**config.mk**
```make
export PLATFORM = sky130hd
export DESIGN_NAME = reload_timer
export DESIGN_NICKNAME = d
export VERILOG_FILES = /design/src/rtl/rt_pkg.sv /design/src/rtl/rt_prescaler.sv /design/src/rtl/rt_counter.sv /design/src/rtl/reload_timer.sv
export SDC_FILE = /design/constraint.sdc
export NUM_CORES = 1
export LEC_CHECK = 0
export BUFFER_PORTS_ARGS = -buffer_cell sky130_fd_sc_hd__buf_2
export CAP_MARGIN = 20
export CORE_MARGIN = 1
export CORE_UTILIZATION = 47
export CTS_BUF_LIST = sky130_fd_sc_hd__clkbuf_4 sky130_fd_sc_hd__clkbuf_8 sky130_fd_sc_hd__clkbuf_16
export DETAILED_ROUTE_END_ITERATION = 8
export PLACE_DENSITY_LB_ADDON = 0.25
export SLEW_MARGIN = 10
export SYNTH_ARGS = -nofsm -noshare
export SYNTH_HDL_FRONTEND = slang
export SYNTH_SLANG_ARGS = --single-unit
```
**constraint.sdc**
```tcl
create_clock -name clk -period 4.3 [get_ports clk]
set_input_delay 0.86 -clock clk [delete_from_list [all_inputs] [get_ports clk]]
set_output_delay 0.86 -clock clk [all_outputs]
set_load 0.05 [all_outputs]
```
**src/rtl/rt_pkg.sv**
```systemverilog
package rt_pkg;
   localparam int unsigned OFS_LO   = 0;
   localparam int unsigned OFS_HI   = 4;
   localparam int unsigned OFS_GO   = 8;
   localparam int unsigned OFS_SNAP = 12;
   localparam int unsigned OFS_ACK  = 16;

   typedef enum logic [2:0] {
      RS_NONE,
      RS_LO,
      RS_HI,
      RS_GO,
      RS_SNAP,
      RS_ACK
   } rt_sel_e;

   function automatic rt_sel_e rt_decode(input int unsigned a);
      case (a)
         OFS_LO:   return RS_LO;
         OFS_HI:   return RS_HI;
         OFS_GO:   return RS_GO;
         OFS_SNAP: return RS_SNAP;
         OFS_ACK:  return RS_ACK;
         default:  return RS_NONE;
      endcase
   endfunction
endpackage

```
**src/rtl/rt_prescaler.sv**
```systemverilog
module rt_prescaler #(
   parameter int DIV_RATIO = 4
) (
   input  logic clk,
   input  logic rst_n,
   input  logic run,
   input  logic restart,
   output logic tick
);
   localparam int PW = (DIV_RATIO > 1) ? $clog2(DIV_RATIO) : 1;

   if (DIV_RATIO < 1) begin : g_bad_ratio
      $error("rt_prescaler: DIV_RATIO must be at least 1");
   end

   if (DIV_RATIO == 1) begin : g_div1
      assign tick = run && !restart;
   end else begin : g_divn
      logic [PW-1:0] pre_q;
      logic          last;

      assign last = (pre_q == PW'(DIV_RATIO - 1));
      assign tick = run && !restart && last;

      always_ff @(posedge clk or negedge rst_n) begin
         if (!rst_n) begin
            pre_q <= '0;
         end else if (restart) begin
            pre_q <= '0;
         end else if (run) begin
            pre_q <= last ? '0 : pre_q + PW'(1);
         end
      end


      pre_range_chk: assert property (@(posedge clk) disable iff (!rst_n)
         pre_q <= PW'(DIV_RATIO - 1));
   end
endmodule

```
**src/rtl/rt_counter.sv**
```systemverilog
module rt_counter #(
   parameter int CNT_W = 16
) (
   input  logic             clk,
   input  logic             rst_n,
   input  logic             go,
   input  logic             tick,
   input  logic [CNT_W-1:0] reload_val,
   output logic [CNT_W-1:0] cur,
   output logic             armed,
   output logic             fire
);
   if (CNT_W < 2) begin : g_bad_width
      $error("rt_counter: CNT_W must be at least 2");
   end

   logic at_one;
   logic at_zero;

   assign at_one  = (cur == CNT_W'(1));
   assign at_zero = (cur == '0);
   assign fire    = tick && !go && at_one;

   always_ff @(posedge clk or negedge rst_n) begin
      if (!rst_n) begin
         armed <= 1'b0;
      end else if (go) begin
         armed <= 1'b1;
      end
   end

   always_ff @(posedge clk or negedge rst_n) begin
      if (!rst_n) begin
         cur <= '0;
      end else if (go) begin
         cur <= reload_val;
      end else if (tick && !at_zero) begin
         cur <= at_one ? reload_val : cur - CNT_W'(1);
      end
   end


   stall_chk: assert property (@(posedge clk) disable iff (!rst_n)
      (!tick && !go) |=> $stable(cur));


   step_chk: assert property (@(posedge clk) disable iff (!rst_n)
      (tick && !go && cur > CNT_W'(1)) |=> (cur == $past(cur) - CNT_W'(1)));


   zero_hold_chk: assert property (@(posedge clk) disable iff (!rst_n)
      (at_zero && !go) |=> (cur == '0));


   idle_chk: assert property (@(posedge clk) disable iff (!rst_n)
      !armed |-> !tick);
endmodule

```
**src/rtl/reload_timer.sv**
```systemverilog
module reload_timer
   import rt_pkg::*;
#(
   parameter int ADDR_W    = 5,
   parameter int DATA_W    = 8,
   parameter int DIV_RATIO = 4
) (
   input  logic              clk,
   input  logic              rst_n,
   input  logic [ADDR_W-1:0] addr,
   input  logic              wr_en,
   input  logic [DATA_W-1:0] wr_data,
   input  logic              rd_en,
   output logic [DATA_W-1:0] rd_data,
   output logic              irq
);
   localparam int CNT_W = 2 * DATA_W;

   if (ADDR_W < 5) begin : g_bad_addr
      $error("reload_timer: ADDR_W must reach offset 0x10");
   end

   rt_sel_e           sel;
   logic              go;
   logic              snap_we;
   logic              ack;
   logic [DATA_W-1:0] rel_lo_q;
   logic [DATA_W-1:0] rel_hi_q;
   logic [CNT_W-1:0]  reload_val;
   logic [CNT_W-1:0]  cur;
   logic [CNT_W-1:0]  latch_q;
   logic              armed;
   logic              tick;
   logic              fire;
   logic              irq_q;

   assign sel        = rt_decode(32'(addr));
   assign go         = wr_en && (sel == RS_GO);
   assign snap_we    = wr_en && (sel == RS_SNAP) && wr_data[0];
   assign ack        = wr_en && (sel == RS_ACK);
   assign reload_val = {rel_hi_q, rel_lo_q};
   assign irq        = irq_q;

   always_ff @(posedge clk or negedge rst_n) begin
      if (!rst_n) begin
         rel_lo_q <= '0;
         rel_hi_q <= '0;
      end else if (wr_en) begin
         if (sel == RS_LO) rel_lo_q <= wr_data;
         if (sel == RS_HI) rel_hi_q <= wr_data;
      end
   end

   always_ff @(posedge clk or negedge rst_n) begin
      if (!rst_n) begin
         latch_q <= '0;
      end else if (snap_we) begin
         latch_q <= cur;
      end
   end

   always_ff @(posedge clk or negedge rst_n) begin
      if (!rst_n) begin
         irq_q <= 1'b0;
      end else if (fire) begin
         irq_q <= 1'b1;
      end else if (ack) begin
         irq_q <= 1'b0;
      end
   end

   always_comb begin
      rd_data = '0;
      if (rd_en) begin
         case (sel)
            RS_LO:   rd_data = latch_q[DATA_W-1:0];
            RS_HI:   rd_data = latch_q[CNT_W-1:DATA_W];
            default: rd_data = '0;
         endcase
      end
   end

   rt_prescaler #(.DIV_RATIO(DIV_RATIO)) u_pre (
      .clk     (clk),
      .rst_n   (rst_n),
      .run     (armed),
      .restart (go),
      .tick    (tick)
   );

   rt_counter #(.CNT_W(CNT_W)) u_cnt (
      .clk        (clk),
      .rst_n      (rst_n),
      .go         (go),
      .tick       (tick),
      .reload_val (reload_val),
      .cur        (cur),
      .armed      (armed),
      .fire       (fire)
   );


   ack_clear_chk: assert property (@(posedge clk) disable iff (!rst_n)
      (ack && !fire) |=> !irq);


   set_wins_chk: assert property (@(posedge clk) disable iff (!rst_n)
      fire |=> irq);


   irq_source_chk: assert property (@(posedge clk) disable iff (!rst_n)
      $rose(irq) |-> $past(fire));


   latch_hold_chk: assert property (@(posedge clk) disable iff (!rst_n)
      !snap_we |=> $stable(latch_q));
endmodule

```
==> metrics.txt, run 1 <==
Crit Path Max Fanout=9; RSZ-0062 raised after global routing=no; initial DRC count=128; Worst path slowest cell=nor3_2; total placed cells including tap cells=322; Routability Congestion=0.757; total grt overflow=0; Peak VDD IR=0.238 mV; Pleak=1.29 nW; Distinct cells, synth=37; # fillers=478; clock slew at reported path FFs=80 ps; via count=1859; # setup viols final=0; combinational power share=0.293; stage delay of the slowest cell on the critical path=470 ps; CTS H-tree lvls=2; asr flop ratio synth=1.00; DR pass1 iterations=5; initial antenna violation count=0; Area contributors post-synth=dfrtp_1, mux2_2, mux2i_1, o2bb2ai_1, o21ai_0; Slew HR=0.575; status=finished clean; CTS Sinks=52; Finished Layout Cells=330; sequential power share=0.510; Core Region=0.00527 sq mm; drc violations=0; startpoint types=primary input; # IOs=26; Final min period=3300 ps; Cell Chain, Critical Path=buf_2 > or3_4 > nor3_2 > a22oi_1 > nor2b_1 > buf_2; post-synthesis sequential area ratio=0.492; Crit Path Category=in -> out; Most used DFF post-synth=dfrtp_1; Routed Antenna Nets=0; Synth area leader=dfrtp_1; clock share of power=0.198; vias in the first global route=1740; worst min path class=reg -> reg; DR vias/cell=5.63; Initial Util=0.501; worst endpoint data arrival time=2440 ps; synthesized area=0.00264 sq mm; Worst EP required=3440 ps; GRT Overall Usage=0.191; row count=26; CP endpoint kind=output port; YS warnings=0; FF+latch count, synth=52; Pint=961 uW; dpl hpwl=3.63 mm; Area Growth Syn to Fin=10.7%; share of cells above drive strength 1=0.304; Clock Path Buffers=2; Mapped Nets=253; Die H=77.0 microns; period utilisation layout=0.767; fin nets=279; Fin. Hold Viols=0; Cell Area, Placed=0.00283 sq mm; CTS tree=yes; global-route wire length before repair=8.76 mm; # diodes=0; Max-Cap Viols=0; # hold bufs at CTS=0; fin util=0.555; fmax=0.303 GHz; post-CTS resize count=0; Tightest Pin Transition=637 ps; pin count of the biggest net entering global routing=53; Pwr per Cell Area=514 mW/mm^2; clock root cell=clkbuf_8; Final Cell Area=0.00293 sq mm; Post-Syn Area per Cell=11.3 sq um; Die X=77.0 microns; Avg WL per Cell=15.6 microns; Post-synth EDFFs=0; drt total wl=5.15 mm; Net Sw Frac=0.362; Mapped Cells=233; Final Slew Violations=0; later-pin clock latency in the skew report=310 ps; Switch Pwr=545 uW; Die Area=0.00593 sq mm; input/output buffers=25; Num CTS Buffers=5; share of the synthesized area in the top cell type=0.492; Max Clock Skew=7.88 ps; Post-CTS Setup Inserts=0; worst hold slack=482 ps; cell mode on critical path=buf_2; total negative slack=0 ps
## kinds of logic (layout without fill, tap and decap cells)
family / Yosys count / after routing / share of synthesized area
simple gates: 72 / 72 / 0.154
compound gates: 41 / 41 / 0.108
fa+ha+maj: 3 / 3 / 0.0142
mux: 49 / 49 / 0.201
buf+inv: 16 / 43 / 0.0298
flops: 52 / 52 / 0.492
## stage by stage
| step | setup WS [ps] | power [mW] |
|---|---|---|
| global route | 833 | 1.61 |
| detailed placement | 1010 | 1.22 |
| finish | 1000 | 1.51 |
| CTS | 1010 | 1.51 |
| global placement | 1070 | 1.20 |
| floorplan | 963 | 1.08 |
## final cells by class
cell class              instances  area [sq um]  share of cell area
well taps                      70          87.6              0.0299
multi-input cells             165          1260               0.431
flip-flops and latches         52          1300               0.445
inverters                       6          22.5             0.00770
clock buffers                   8          97.6              0.0333
repair buffers                 29           155              0.0530
## power groups by stage
stage	sequential [mW]	combinational [mW]	clock (mW)
6_report	0.767	0.441	0.298
5_1_grt	0.788	0.495	0.326
4_1_cts	0.765	0.444	0.303
3_5_place_dp	0.775	0.442	0
3_3_place_gp	0.767	0.431	0
2_1_floorplan	0.713	0.368	0
## state kept, by name, summed over array words and instances, names as in the netlist
signal	count
latch_q	16
u_cnt.cur	16
rel_hi_q	8
rel_lo_q	8
u_pre.g_divn.pre_q	2
irq	1
u_cnt.armed	1
## placed cells by master, fill, tap and decap left out, drive strengths merged, types with 2 or more instances in the layout
cell,synthesis,layout
dfrtp,52,52
mux2,32,32
buf,6,29
mux2i,17,17
o21ai,15,15
nor2,14,14
nor3,13,13
o2bb2ai,12,12
nand2,12,12
a22oi,9,9
nor2b,8,8
clkbuf,4,8
nor4,7,7
inv,6,6
nand3,5,5
ha,3,3
or3,3,3
nor4b,2,2
nand4,2,2
or2,2,2
## Yosys cell counts, types with 2 or more instances
cell type / count
a22oi_1: 9
buf_2: 3
buf_4: 2
clkbuf_1: 4
dfrtp_1: 52
ha_1: 3
inv_1: 6
mux2_2: 32
mux2i_1: 17
nand2_1: 11
nand3_1: 5
nand4_1: 2
nor2_1: 13
nor2b_1: 8
nor3_1: 11
nor4_1: 5
nor4_2: 2
nor4b_1: 2
o21ai_0: 15
o2bb2ai_1: 12
or2_2: 2
or3_1: 2
## routing by layer
layer,up-vias,part of all wire,global-route usage
met5,-,0,0
li1,907,-,-
met2,44,0.44,0.276
met4,0,0.012,0.0566
met3,6,0.054,0.0393
met1,902,0.50,0.289
## path summary, 6_finish.rpt
kind	to	start	cells past startpoint	slack, ps
min in group asynchronous	latch_q[1]	rst_n	2	650
worst max register to register	u_cnt.cur[7]	u_cnt.cur[6]	6	2100
worst max-delay path	rd_data[4]	addr[1]	6	1000
worst min-delay path	irq	irq	2	480
max in group asynchronous	rel_lo_q[1]	rst_n	2	3220
worst min register to register	irq	irq	2	480
## worst max-delay path, delay by kind of cell
family                 cells  cell delay [ps]
AO/OA/AOI/OAI              1              200
buffers and inverters      2              370
AND/OR/NAND/NOR            3             1000
Power figures use the tool's default switching activity.
==> inputs of run 2 (changes only) <==
==> constraint.sdc (replaced) <==
create_clock -name clk -period 3 [get_ports clk]
set_input_delay 0.6 -clock clk [delete_from_list [all_inputs] [get_ports clk]]
set_output_delay 0.6 -clock clk [all_outputs]
set_load 0.05 [all_outputs]
==> run 2 against run 1 <==
  * Clock power rose by 36%
  * Highest routed layer unchanged
  * Sequential share of layout area about the same
  * Combinational power is 44% higher
  * Register-to-register slack worse by 1400 ps
  * Design area hardly changed
  * Global-route usage is 0.86 points higher
  * First-iteration DRC count fell by 8.6%
  * Critical endpoint is now rd_data[5]
  * Hold slack worse by 240 ps
  * Non-clock buffer count is 1 higher
  * Largest power group unchanged
  * Via count increased by 2.0%
  * Clock-buffer cell count fell by 2
==> metrics.txt, run 2 (synthesis gave the netlist of run 1 again) <==
status=finished clean; input/output buffers=25; # setup viols final=0; Routed Antenna Nets=0; startpoint types=primary input; Crit Path Category=in -> out; Num CTS Buffers=5; drc violations=0; DR vias/cell=5.73; DR pass1 iterations=4; Die X=77.0 microns; most frequent cells in the layout=dfrtp_1, mux2_2, buf_2; commonest non-fill, non-tap cell in the layout=dfrtp_1; # diodes=0; fin util=0.556; initial antenna violation count=0; Initial Util=0.501; GRT Overall Usage=0.200; clock root cell=clkbuf_8; via count=1896; Slew HR=0.618; total negative slack=0 ps; Max Clock Skew=7.29 ps; global-route wire length before repair=9.21 mm; Area Growth Syn to Fin=10.8%; fmax=0.401 GHz; Pleak=1.29 nW; Largest regs=latch_q (16), u_cnt.cur (16); later-pin clock latency in the skew report=300 ps; row count=26; CTS tree=yes; pin count of the biggest net entering global routing=34; # hold bufs at CTS=0; # fillers=488; # IOs=26; Fin. Hold Viols=0; CP endpoint kind=output port; Die H=77.0 microns; total grt overflow=0; Core Region=0.00527 sq mm; Clock Path Buffers=2; worst endpoint data arrival time=1890 ps; share of cells above drive strength 1=0.307; dpl hpwl=3.80 mm; Peak VDD IR=0.319 mV; Routability Congestion=0.763; drt total wl=5.25 mm; worst min path class=in -> async; Final min period=2490 ps; initial DRC count=117; Tightest Pin Transition=568 ps; Pwr per Cell Area=730 mW/mm^2; post-CTS resize count=0; period utilisation layout=0.830; fin nets=280; RSZ-0062 raised after global routing=no; CTS H-tree lvls=2; Post-CTS Setup Inserts=0; clock slew at reported path FFs=90 ps; vias in the first global route=1833; Max-Cap Viols=0; Final Slew Violations=0; Die Area=0.00593 sq mm; Avg WL per Cell=15.9 microns; CTS Sinks=52; Crit Path Max Fanout=9; Worst EP required=2400 ps
run 2: metal layers:
layer | up-vias | wire length, microns | track usage
met5 | - | 0 | 0
met3 | 10 | 245 | 0.0452
met2 | 52 | 2210 | 0.283
met4 | 0 | 116 | 0.0830
li1 | 915 | - | -
met1 | 919 | 2670 | 0.294
run 2: layout make-up:
cell class                      count  area [sq um]  area share
Tap cell                           70          87.6      0.0299
Clock inverter                      2          10.0     0.00342
Clock buffer                        6          82.6      0.0282
Multi-Input combinational cell    165          1260       0.431
Sequential cell                    52          1300       0.444
Timing Repair Buffer               30           163      0.0555
Inverter                            6          22.5     0.00769
run 2: metrics by stage:
step	power, mW	worst slack (ps)	area, sq um	std cells	hold WS (ps)
final	2.14	509	2930	331	243
after floorplan	1.55	183	2640	233	304
after CTS	2.15	497	2930	331	248
after global placement	1.72	523	2840	323	460
after detailed placement	1.74	499	2840	323	468
after global routing	2.30	378	2930	331	272
run 2: where the power goes:
group | total, mW | switching [mW] | internal (mW)
combinational | 0.635 | 0.344 | 0.292
sequential | 1.10 | 0.218 | 0.879
clock | 0.405 | 0.221 | 0.184
total | 2.14 | 0.782 | 1.36
run 2: final timing paths:
path	from	end	slack, ps	cells after the start
max	addr[1]	rd_data[5]	510	7
min	rst_n	u_cnt.cur[15]	240	1
max reg2reg	u_cnt.cur[6]	u_cnt.cur[7]	720	6
min reg2reg	irq	irq	480	2
max in group asynchronous	rst_n	latch_q[8]	1980	2
min in group clk	irq	irq	480	2
run 2: worst max-delay path: stages:
cell	delay (ps)
buf_2	110
or3_4	400
nor3_2	100
buf_4	180
a22oi_1	90
nor2b_1	130
buf_2	260
